[src/rtl/spi_id_pkg.sv]
// Package: opcode values, identity bytes and command classes shared by the
// responder modules. Assumes 8-bit opcodes sent MSB first.
package spi_id_pkg;

    localparam logic [7:0] OP_SIG_READ   = 8'h9F;
    localparam logic [7:0] OP_ID_ADDR_A  = 8'h90;
    localparam logic [7:0] OP_ID_ADDR_B  = 8'hAB;
    localparam logic [7:0] OP_STAT_READ  = 8'h05;
    localparam logic [7:0] OP_WR_ENABLE  = 8'h06;
    localparam logic [7:0] OP_WR_DISABLE = 8'h04;
    localparam logic [7:0] OP_STAT_OPEN  = 8'h50;
    localparam logic [7:0] OP_STAT_WRITE = 8'h01;

    typedef enum logic [2:0] {
        CK_NONE,
        CK_SIG,
        CK_LEGACY,
        CK_STAT,
        CK_WEN,
        CK_WDIS,
        CK_OPEN,
        CK_WSTAT
    } cmd_kind_e;

    // Map an opcode byte to its command class.
    function automatic cmd_kind_e decode_op(input logic [7:0] op);
        case (op)
            OP_SIG_READ:   return CK_SIG;
            OP_ID_ADDR_A:  return CK_LEGACY;
            OP_ID_ADDR_B:  return CK_LEGACY;
            OP_STAT_READ:  return CK_STAT;
            OP_WR_ENABLE:  return CK_WEN;
            OP_WR_DISABLE: return CK_WDIS;
            OP_STAT_OPEN:  return CK_OPEN;
            OP_STAT_WRITE: return CK_WSTAT;
            default:       return CK_NONE;
        endcase
    endfunction

endpackage

[src/rtl/spi_id_edge.sv]
// Edge finder: registers SCK and chip select in the clk domain and flags
// rising/falling SCK while selected and the rise of chip select.
// Assumes inputs are synchronous to clk and each SCK level lasts >= 1 cycle.
module spi_id_edge (
    input  logic clk,
    input  logic rst_n,
    input  logic sck,
    input  logic cs_n,
    output logic sck_rise,
    output logic sck_fall,
    output logic cs_rise
);
    logic sck_q;
    logic cs_q;

    // Hold the previous level of each line.
    always_ff @(posedge clk) begin
        if (!rst_n) begin
            sck_q <= 1'b0;
            cs_q  <= 1'b1;
        end else begin
            sck_q <= sck;
            cs_q  <= cs_n;
        end
    end

    assign sck_rise = sck & ~sck_q & ~cs_n;
    assign sck_fall = ~sck & sck_q & ~cs_n;
    assign cs_rise  = cs_n & ~cs_q;

endmodule

[src/rtl/spi_id_rx.sv]
// Receive path: shifts MOSI in MSB first on rising SCK, counts bits in the
// current byte and whole bytes in the current select (saturating).
// Assumes sck_rise is already gated by chip select; all state clears while
// chip select is high.
module spi_id_rx #(
    parameter int CNT_W = 3
) (
    input  logic             clk,
    input  logic             rst_n,
    input  logic             cs_n,
    input  logic             sck_rise,
    input  logic             mosi,
    output logic             byte_done,
    output logic [7:0]       rx_byte,
    output logic [2:0]       bit_cnt,
    output logic [CNT_W-1:0] byte_cnt
);
    localparam logic [CNT_W-1:0] CNT_MAX = '1;

    logic [6:0] sr_q;

    assign rx_byte   = {sr_q, mosi};
    assign byte_done = sck_rise && (bit_cnt == 3'd7);

    // Shift register and counters, cleared between selects.
    always_ff @(posedge clk) begin
        if (!rst_n || cs_n) begin
            sr_q     <= '0;
            bit_cnt  <= '0;
            byte_cnt <= '0;
        end else if (sck_rise) begin
            sr_q    <= rx_byte[6:0];
            bit_cnt <= bit_cnt + 3'd1;
            if (bit_cnt == 3'd7 && byte_cnt != CNT_MAX)
                byte_cnt <= byte_cnt + 1'b1;
        end
    end

    // within one select the byte count never goes backwards
    a_r11_count_monotone: assert property (@(posedge clk) disable iff (!rst_n)
        (!cs_n && $past(!cs_n)) |-> (byte_cnt >= $past(byte_cnt)));

    // a deselected cycle leaves the receive state empty
    a_r12_clear_on_deselect: assert property (@(posedge clk) disable iff (!rst_n)
        cs_n |=> (bit_cnt == 3'd0 && byte_cnt == '0));

endmodule

[src/rtl/spi_id_status.sv]
// Status register: protection field [7:2], write-enable [1], busy [0] (no
// program/erase here, so always 0). Changes are committed only on a clean
// end of select (end_ok). A status write needs the unlock select just before.
module spi_id_status
    import spi_id_pkg::*;
(
    input  logic      clk,
    input  logic      rst_n,
    input  logic      end_ok,
    input  cmd_kind_e kind,
    input  logic      one_byte,
    input  logic      two_bytes,
    input  logic [7:0] wr_data,
    output logic [7:0] status
);
    logic [5:0] prot_q;
    logic       wen_q;
    logic       armed_q;

    assign status = {prot_q, wen_q, 1'b0};

    // Write-enable flag from the single-byte enable/disable commands.
    always_ff @(posedge clk) begin
        if (!rst_n)
            wen_q <= 1'b0;
        else if (end_ok && one_byte && kind == CK_WEN)
            wen_q <= 1'b1;
        else if (end_ok && one_byte && kind == CK_WDIS)
            wen_q <= 1'b0;
    end

    // Unlock marker: valid only for the select right after the unlock.
    always_ff @(posedge clk) begin
        if (!rst_n)
            armed_q <= 1'b0;
        else if (end_ok)
            armed_q <= (kind == CK_OPEN) && one_byte;
    end

    // Protection field written by an unlocked two-byte status write.
    always_ff @(posedge clk) begin
        if (!rst_n)
            prot_q <= '0;
        else if (end_ok && two_bytes && kind == CK_WSTAT && armed_q)
            prot_q <= wr_data[7:2];
    end

    // enable command leaves the flag set
    a_r6_wen_set: assert property (@(posedge clk) disable iff (!rst_n)
        (end_ok && one_byte && kind == CK_WEN) |=> status[1]);

    // disable command leaves the flag clear
    a_r6_wen_clear: assert property (@(posedge clk) disable iff (!rst_n)
        (end_ok && one_byte && kind == CK_WDIS) |=> !status[1]);

    // a status write never touches bits 1:0
    a_r7_low_bits_kept: assert property (@(posedge clk) disable iff (!rst_n)
        (end_ok && kind == CK_WSTAT) |=> (status[1:0] == $past(status[1:0])));

    // a status write without the unlock changes nothing
    a_r8_locked_write: assert property (@(posedge clk) disable iff (!rst_n)
        (end_ok && kind == CK_WSTAT && !armed_q) |=> $stable(status));

endmodule

[src/rtl/spi_flash_id_responder.sv]
// Top: decodes the opcode of each select and streams identity or status
// bytes on MISO (changed on falling SCK). It commits status commands when
// chip select rises on a byte boundary. Assumes mode 0 and synchronous inputs.
module spi_flash_id_responder
    import spi_id_pkg::*;
#(
    parameter int         CNT_W    = 3,
    parameter logic [7:0] MFR_ID   = 8'hBF,
    parameter logic [7:0] MEM_TYPE = 8'h25,
    parameter logic [7:0] DEV_ID   = 8'h8D
) (
    input  logic clk,
    input  logic rst_n,
    input  logic sck,
    input  logic cs_n,
    input  logic mosi,
    output logic miso,
    output logic miso_oe
);
    localparam logic [CNT_W-1:0] N0 = '0;
    localparam logic [CNT_W-1:0] N1 = CNT_W'(1);
    localparam logic [CNT_W-1:0] N2 = CNT_W'(2);
    localparam logic [CNT_W-1:0] N3 = CNT_W'(3);

    logic             sck_rise, sck_fall, cs_rise;
    logic             byte_done;
    logic [7:0]       rx_byte;
    logic [2:0]       bit_cnt;
    logic [CNT_W-1:0] byte_cnt;
    logic [7:0]       status;

    cmd_kind_e  kind_q;
    logic [1:0] seq_q, seq_n;
    logic       alt_q, alt_n;
    logic [7:0] tx_sr, nxt;
    logic       miso_q;
    logic [7:0] wr_data_q;
    logic       end_ok;

    spi_id_edge u_edge (
        .clk(clk), .rst_n(rst_n), .sck(sck), .cs_n(cs_n),
        .sck_rise(sck_rise), .sck_fall(sck_fall), .cs_rise(cs_rise)
    );

    spi_id_rx #(.CNT_W(CNT_W)) u_rx (
        .clk(clk), .rst_n(rst_n), .cs_n(cs_n), .sck_rise(sck_rise), .mosi(mosi),
        .byte_done(byte_done), .rx_byte(rx_byte), .bit_cnt(bit_cnt), .byte_cnt(byte_cnt)
    );

    assign end_ok = cs_rise && (bit_cnt == 3'd0) && (byte_cnt != N0);

    spi_id_status u_status (
        .clk(clk), .rst_n(rst_n), .end_ok(end_ok), .kind(kind_q),
        .one_byte(byte_cnt == N1), .two_bytes(byte_cnt == N2),
        .wr_data(wr_data_q), .status(status)
    );

    // Signature byte for a rotation index.
    function automatic logic [7:0] sig_byte(input logic [1:0] idx);
        case (idx)
            2'd0:    return MFR_ID;
            2'd1:    return MEM_TYPE;
            default: return DEV_ID;
        endcase
    endfunction

    // Pick the reply byte to load when a byte completes.
    always_comb begin
        nxt   = 8'h00;
        seq_n = seq_q;
        alt_n = alt_q;
        if (byte_cnt == N0) begin
            case (decode_op(rx_byte))
                CK_SIG:  begin nxt = MFR_ID; seq_n = 2'd1; end
                CK_STAT: nxt = status;
                default: ;
            endcase
        end else begin
            case (kind_q)
                CK_SIG: begin
                    nxt   = sig_byte(seq_q);
                    seq_n = (seq_q == 2'd2) ? 2'd0 : seq_q + 2'd1;
                end
                CK_STAT: nxt = status;
                CK_LEGACY: begin
                    if (byte_cnt == N3) begin
                        nxt   = rx_byte[0] ? DEV_ID : MFR_ID;
                        alt_n = ~rx_byte[0];
                    end else if (byte_cnt > N3) begin
                        nxt   = alt_q ? DEV_ID : MFR_ID;
                        alt_n = ~alt_q;
                    end
                end
                default: ;
            endcase
        end
    end

    // Command class, rotation state and transmit shifter for the select.
    always_ff @(posedge clk) begin
        if (!rst_n || cs_n) begin
            kind_q <= CK_NONE;
            seq_q  <= 2'd0;
            alt_q  <= 1'b0;
            tx_sr  <= 8'h00;
            miso_q <= 1'b0;
        end else if (byte_done) begin
            tx_sr <= nxt;
            seq_q <= seq_n;
            alt_q <= alt_n;
            if (byte_cnt == N0)
                kind_q <= decode_op(rx_byte);
        end else if (sck_fall) begin
            miso_q <= tx_sr[7];
            tx_sr  <= {tx_sr[6:0], 1'b0};
        end
    end

    // Capture the data byte of a status write.
    always_ff @(posedge clk) begin
        if (!rst_n)
            wr_data_q <= 8'h00;
        else if (byte_done && byte_cnt == N1 && kind_q == CK_WSTAT)
            wr_data_q <= rx_byte;
    end

    assign miso    = miso_q & ~cs_n;
    assign miso_oe = ~cs_n;

    // output register is quiet after any deselected cycle
    a_r1_quiet_deselected: assert property (@(posedge clk) disable iff (!rst_n)
        cs_n |=> !miso_q);

    // MISO register only moves on a falling serial clock
    a_r11_change_on_fall: assert property (@(posedge clk) disable iff (!rst_n)
        (!cs_n && !sck_fall) |=> (miso_q == $past(miso_q)));

endmodule

[config.mk]
export PLATFORM = sky130hd
export DESIGN_NAME = spi_flash_id_responder
export DESIGN_NICKNAME = d
export VERILOG_FILES = /design/src/rtl/spi_id_pkg.sv /design/src/rtl/spi_id_edge.sv /design/src/rtl/spi_id_rx.sv /design/src/rtl/spi_id_status.sv /design/src/rtl/spi_flash_id_responder.sv
export SDC_FILE = /design/constraint.sdc
export NUM_CORES = 1
export LEC_CHECK = 0
export ABC_AREA = 0
export BUFFER_PORTS_ARGS = -buffer_cell sky130_fd_sc_hd__buf_2
export CAP_MARGIN = 0
export CORE_MARGIN = 2
export CORE_UTILIZATION = 60
export DETAILED_ROUTE_END_ITERATION = 7
export GPL_ROUTABILITY_DRIVEN = 0
export PLACE_DENSITY = 0.78
export SLEW_MARGIN = 5
export SYNTH_ARGS = -nofsm -noshare
export SYNTH_HDL_FRONTEND = slang
export SYNTH_SLANG_ARGS = --single-unit
[constraint.sdc]
create_clock -name clk -period 6 [get_ports clk]
set_input_delay 1.2 -clock clk [delete_from_list [all_inputs] [get_ports clk]]
set_output_delay 1.2 -clock clk [all_outputs]
set_load 0.01 [all_outputs]
==> summary.md <==
| Metric | Value |
|---|---|
| Status | `finished, final reports clean` |
| Placed instance count | `297` |
| Final setup fails | `0` |
| DR vias | `roughly 1.8k` |
| Area leader, netlist | `dfxtp_1` |
| Max-cap violations | `0` |
| # hold bufs at CTS | `0` |
| CP max FO | `15` |
| DRC | `0` |
| Post-synthesis sequential area ratio | `0.400` |
| Clock skew | `approximately 0.0073 ns` |
| Accumulated negative setup slack | `0 ns` |
| Fmax | `~290 MHz` |
| Crit path cell chain | `buf_2, nor2b_1, nand3_1, a2111o_1, o22ai_1, o21ai_0, a21oi_1` |
| Grt ovf | `0` |
| First-pass GRT wire length | `7.46 mm` |
| Synth warn | `0` |
| Max Buffers Root-to-Sink | `2` |
| Initial antenna violation count | `0` |
| Initial Util | `0.611` |
| Seq cells post-synth | `44` |
| CP max-delay cell | `nor2b_1` |
| EDFF count, synth | `0` |
| Period minus WS final | `3.47 ns` |
| Cell Pwr Density | `approximately 220 mW/mm^2` |
| CP top delay family | `compound AO/OA/AOI/OAI gates` |
| # rows | `22` |
| Leak pwr | `0.793 nW` |
| Clk sinks | `44` |
| CTS buffer count | `5` |
| Fin crit share | `0.579` |
| Place WS | `2.21 ns` |
| Post CTS Setup Buffer Count | `0` |
| Async SR Flop Fraction | `0` |
| Slew at the pin with the worst max-slew slack | `between 0.9 and 1 ns` |
| Crit-path max cell delay | `slightly above 0.6 ns` |
| Req. time, crit path | `about 6.2 ns` |
| Overall Global Routing Usage | `0.230` |
| Non-filler cells in the finished layout | `305` |
| Synth cell types | `44` |
| Type of the worst min-delay path | `flop to flop` |
| Core box area | `0.00361 mm^2` |
| Fill cells | `~310` |
| Mapped Cells | `about 260` |
| DR pass1 iterations | `4` |
| Diode count | `0` |
| Routed Antenna Nets | `0` |
| Final wirelength | `approximately 4.4 mm` |
| Iteration-0 DRC Markers | `approximately 120` |
| CTS tree | `built` |
| Skew-Pair Late Insertion Delay | `0.30 ns` |
| Startpoint types | `primary input` |
| Vias in the first global route | `roughly 1.6k` |
| Post-synth top flop | `dfxtp_1` |
| Largest cells by area after synthesis | `dfxtp_1, mux2i_1, a21oi_1` |
| IO Port Bufs | `6` |
| Syn nets | `271` |
| Die area | `around 0.0042 mm^2` |
| Largest net degree at the start of global routing | `21` |
| Wire per inst | `~14 um` |
| Unrepaired setup endpoints after global routing | `no` |
| Root buffer cell | `clkbuf_8` |
| Slew margin rel. | `0.399` |
| CP Capture Type | `flop` |
| Slew Limit Fails | `0` |
| Area Growth Syn to Fin | `5.68%` |
| Ports | `7` |
| Nets | `270` |
| Worst ir drop on vdd | `~180 uV` |
| H-tree Lvls | `2` |
| Crit path buf inv count | `1` |
| Final core occ | `0.646` |
| Share of cells above drive strength 1 | `0.0895` |
| Crit path DAT | `between 3 and 4 ns` |
| DP HPWL | `3.07 mm` |
| Hold Vio Cnt, Final | `0` |
| Vias/cell | `about 5.8` |
| Most frequent cells after synthesis | `dfxtp_1, nand2_1, a21oi_1, nor2b_1, nor2_1` |
| Clock slew at reported path FFs | `about 0.08 ns` |
| Setup CP Type | `primary input to flop` |
| Syn_area_per_cell | `8.57 um^2` |
| Synth top area share | `0.400` |
| Post-CTS sizing | `0` |
| Mapped Area | `about 0.0022 mm^2` |
| Die W | `~65 um` |
| Chip height | `~65 um` |
| Most instantiated library cell after synthesis | `dfxtp_1` |
| Setup slack after layout | `2.53 ns` |
[power by group]
group / switching [W] / internal (W) / total [W]
logic: 0.0000136 / 0.00000776 / 0.0000214
clock network: 0.000105 / 0.0000932 / 0.000198
registers: 0.00000166 / 0.000294 / 0.000295
[cell type report]
| type | instances | area [um^2] | share of cell area |
|---|---|---|---|
| Sequential cell | 44 | 881 | 0.378 |
| Multi-Input combinational cell | 191 | 1230 | 0.528 |
| Inverter | 8 | 30.0 | 0.0129 |
| Timing Repair Buffer | 6 | 30.0 | 0.0129 |
| Tap cell | 48 | 60.1 | 0.0258 |
| Clock inverter | 2 | 15.0 | 0.00645 |
| Clock buffer | 6 | 82.6 | 0.0355 |
[path summary, 6_finish.rpt]
check | cells after the start | endpoint | startpoint | slack (ns)
worst min register to register | 2 | u_rx.bit_cnt[1] | u_rx.bit_cnt[1] | 0.48
worst max-delay path | 7 | tx_sr[3] | sck | 2.53
worst max register to register | 6 | tx_sr[3] | u_edge.sck_q | 3.23
worst min-delay path | 2 | u_rx.bit_cnt[1] | u_rx.bit_cnt[1] | 0.48
[sequential cells by signal, indices dropped and copies added (netlist names)]
name	count
alt_q	1
kind_q	3
miso_q	1
seq_q	2
tx_sr	8
u_edge.cs_q	1
u_edge.sck_q	1
u_rx.bit_cnt	3
u_rx.byte_cnt	3
u_rx.sr_q	7
u_status.armed_q	1
u_status.prot_q	6
u_status.wen_q	1
wr_data_q	6
[cell families after synthesis]
family | Yosys count | synth area share
buffers and inverters | 22 | 0.0420
muxes | 17 | 0.0778
xor gates and xnor gates | 3 | 0.0119
and+or+nand+nor | 100 | 0.249
AOI/OAI and AO/OA | 62 | 0.168
DFF | 44 | 0.400
adders and majority gates | 9 | 0.0511
[cells in the final DEF, fill, tap and decap left out, types with 2 or more instances in the layout]
master / n
a21oi_1: 24
a32oi_1: 2
nor4_1: 2
dfxtp_1: 44
a31oi_1: 6
nand3_1: 3
clkinvlp_4: 2
a211oi_1: 5
nand4_1: 2
mux2i_1: 16
nand2b_1: 7
nor3_1: 6
nor2_1: 17
nor2b_1: 19
or4_1: 2
or3_1: 2
buf_2: 6
nor3_2: 2
clkbuf_8: 6
ha_1: 9
o21ai_0: 16
inv_1: 8
nand2_1: 30
xnor2_1: 2
[through the flow]
stage / power (W) / hold slack [ns] / area (um^2)
3_5_place_dp: 0.000323 / 0.471 / 2230
5_1_grt: 0.000537 / 0.502 / 2330
6_report: 0.000515 / 0.479 / 2330
3_3_place_gp: 0.000323 / 0.463 / 2230
4_1_cts: 0.000521 / 0.483 / 2330
2_1_floorplan: 0.000318 / 0.449 / 2200
[worst min-delay path, cell delays in order (launching register included)]
cell	delay, ns
dfxtp_1	0.33
nand2_1	0.06
a21oi_1	0.05
[routing by layer]
layer | up-vias | routed length, um | share of wire | track usage
met1 | 821 | 2110 | 0.48 | 0.310
met4 | 0 | 74 | 0.017 | 0.0824
li1 | 901 | - | - | -
met2 | 38 | 2040 | 0.46 | 0.358
met5 | - | 0 | 0 | 0
met3 | 7 | 185 | 0.042 | 0.0590
Note: power is estimated with default switching activity, not from simulation.
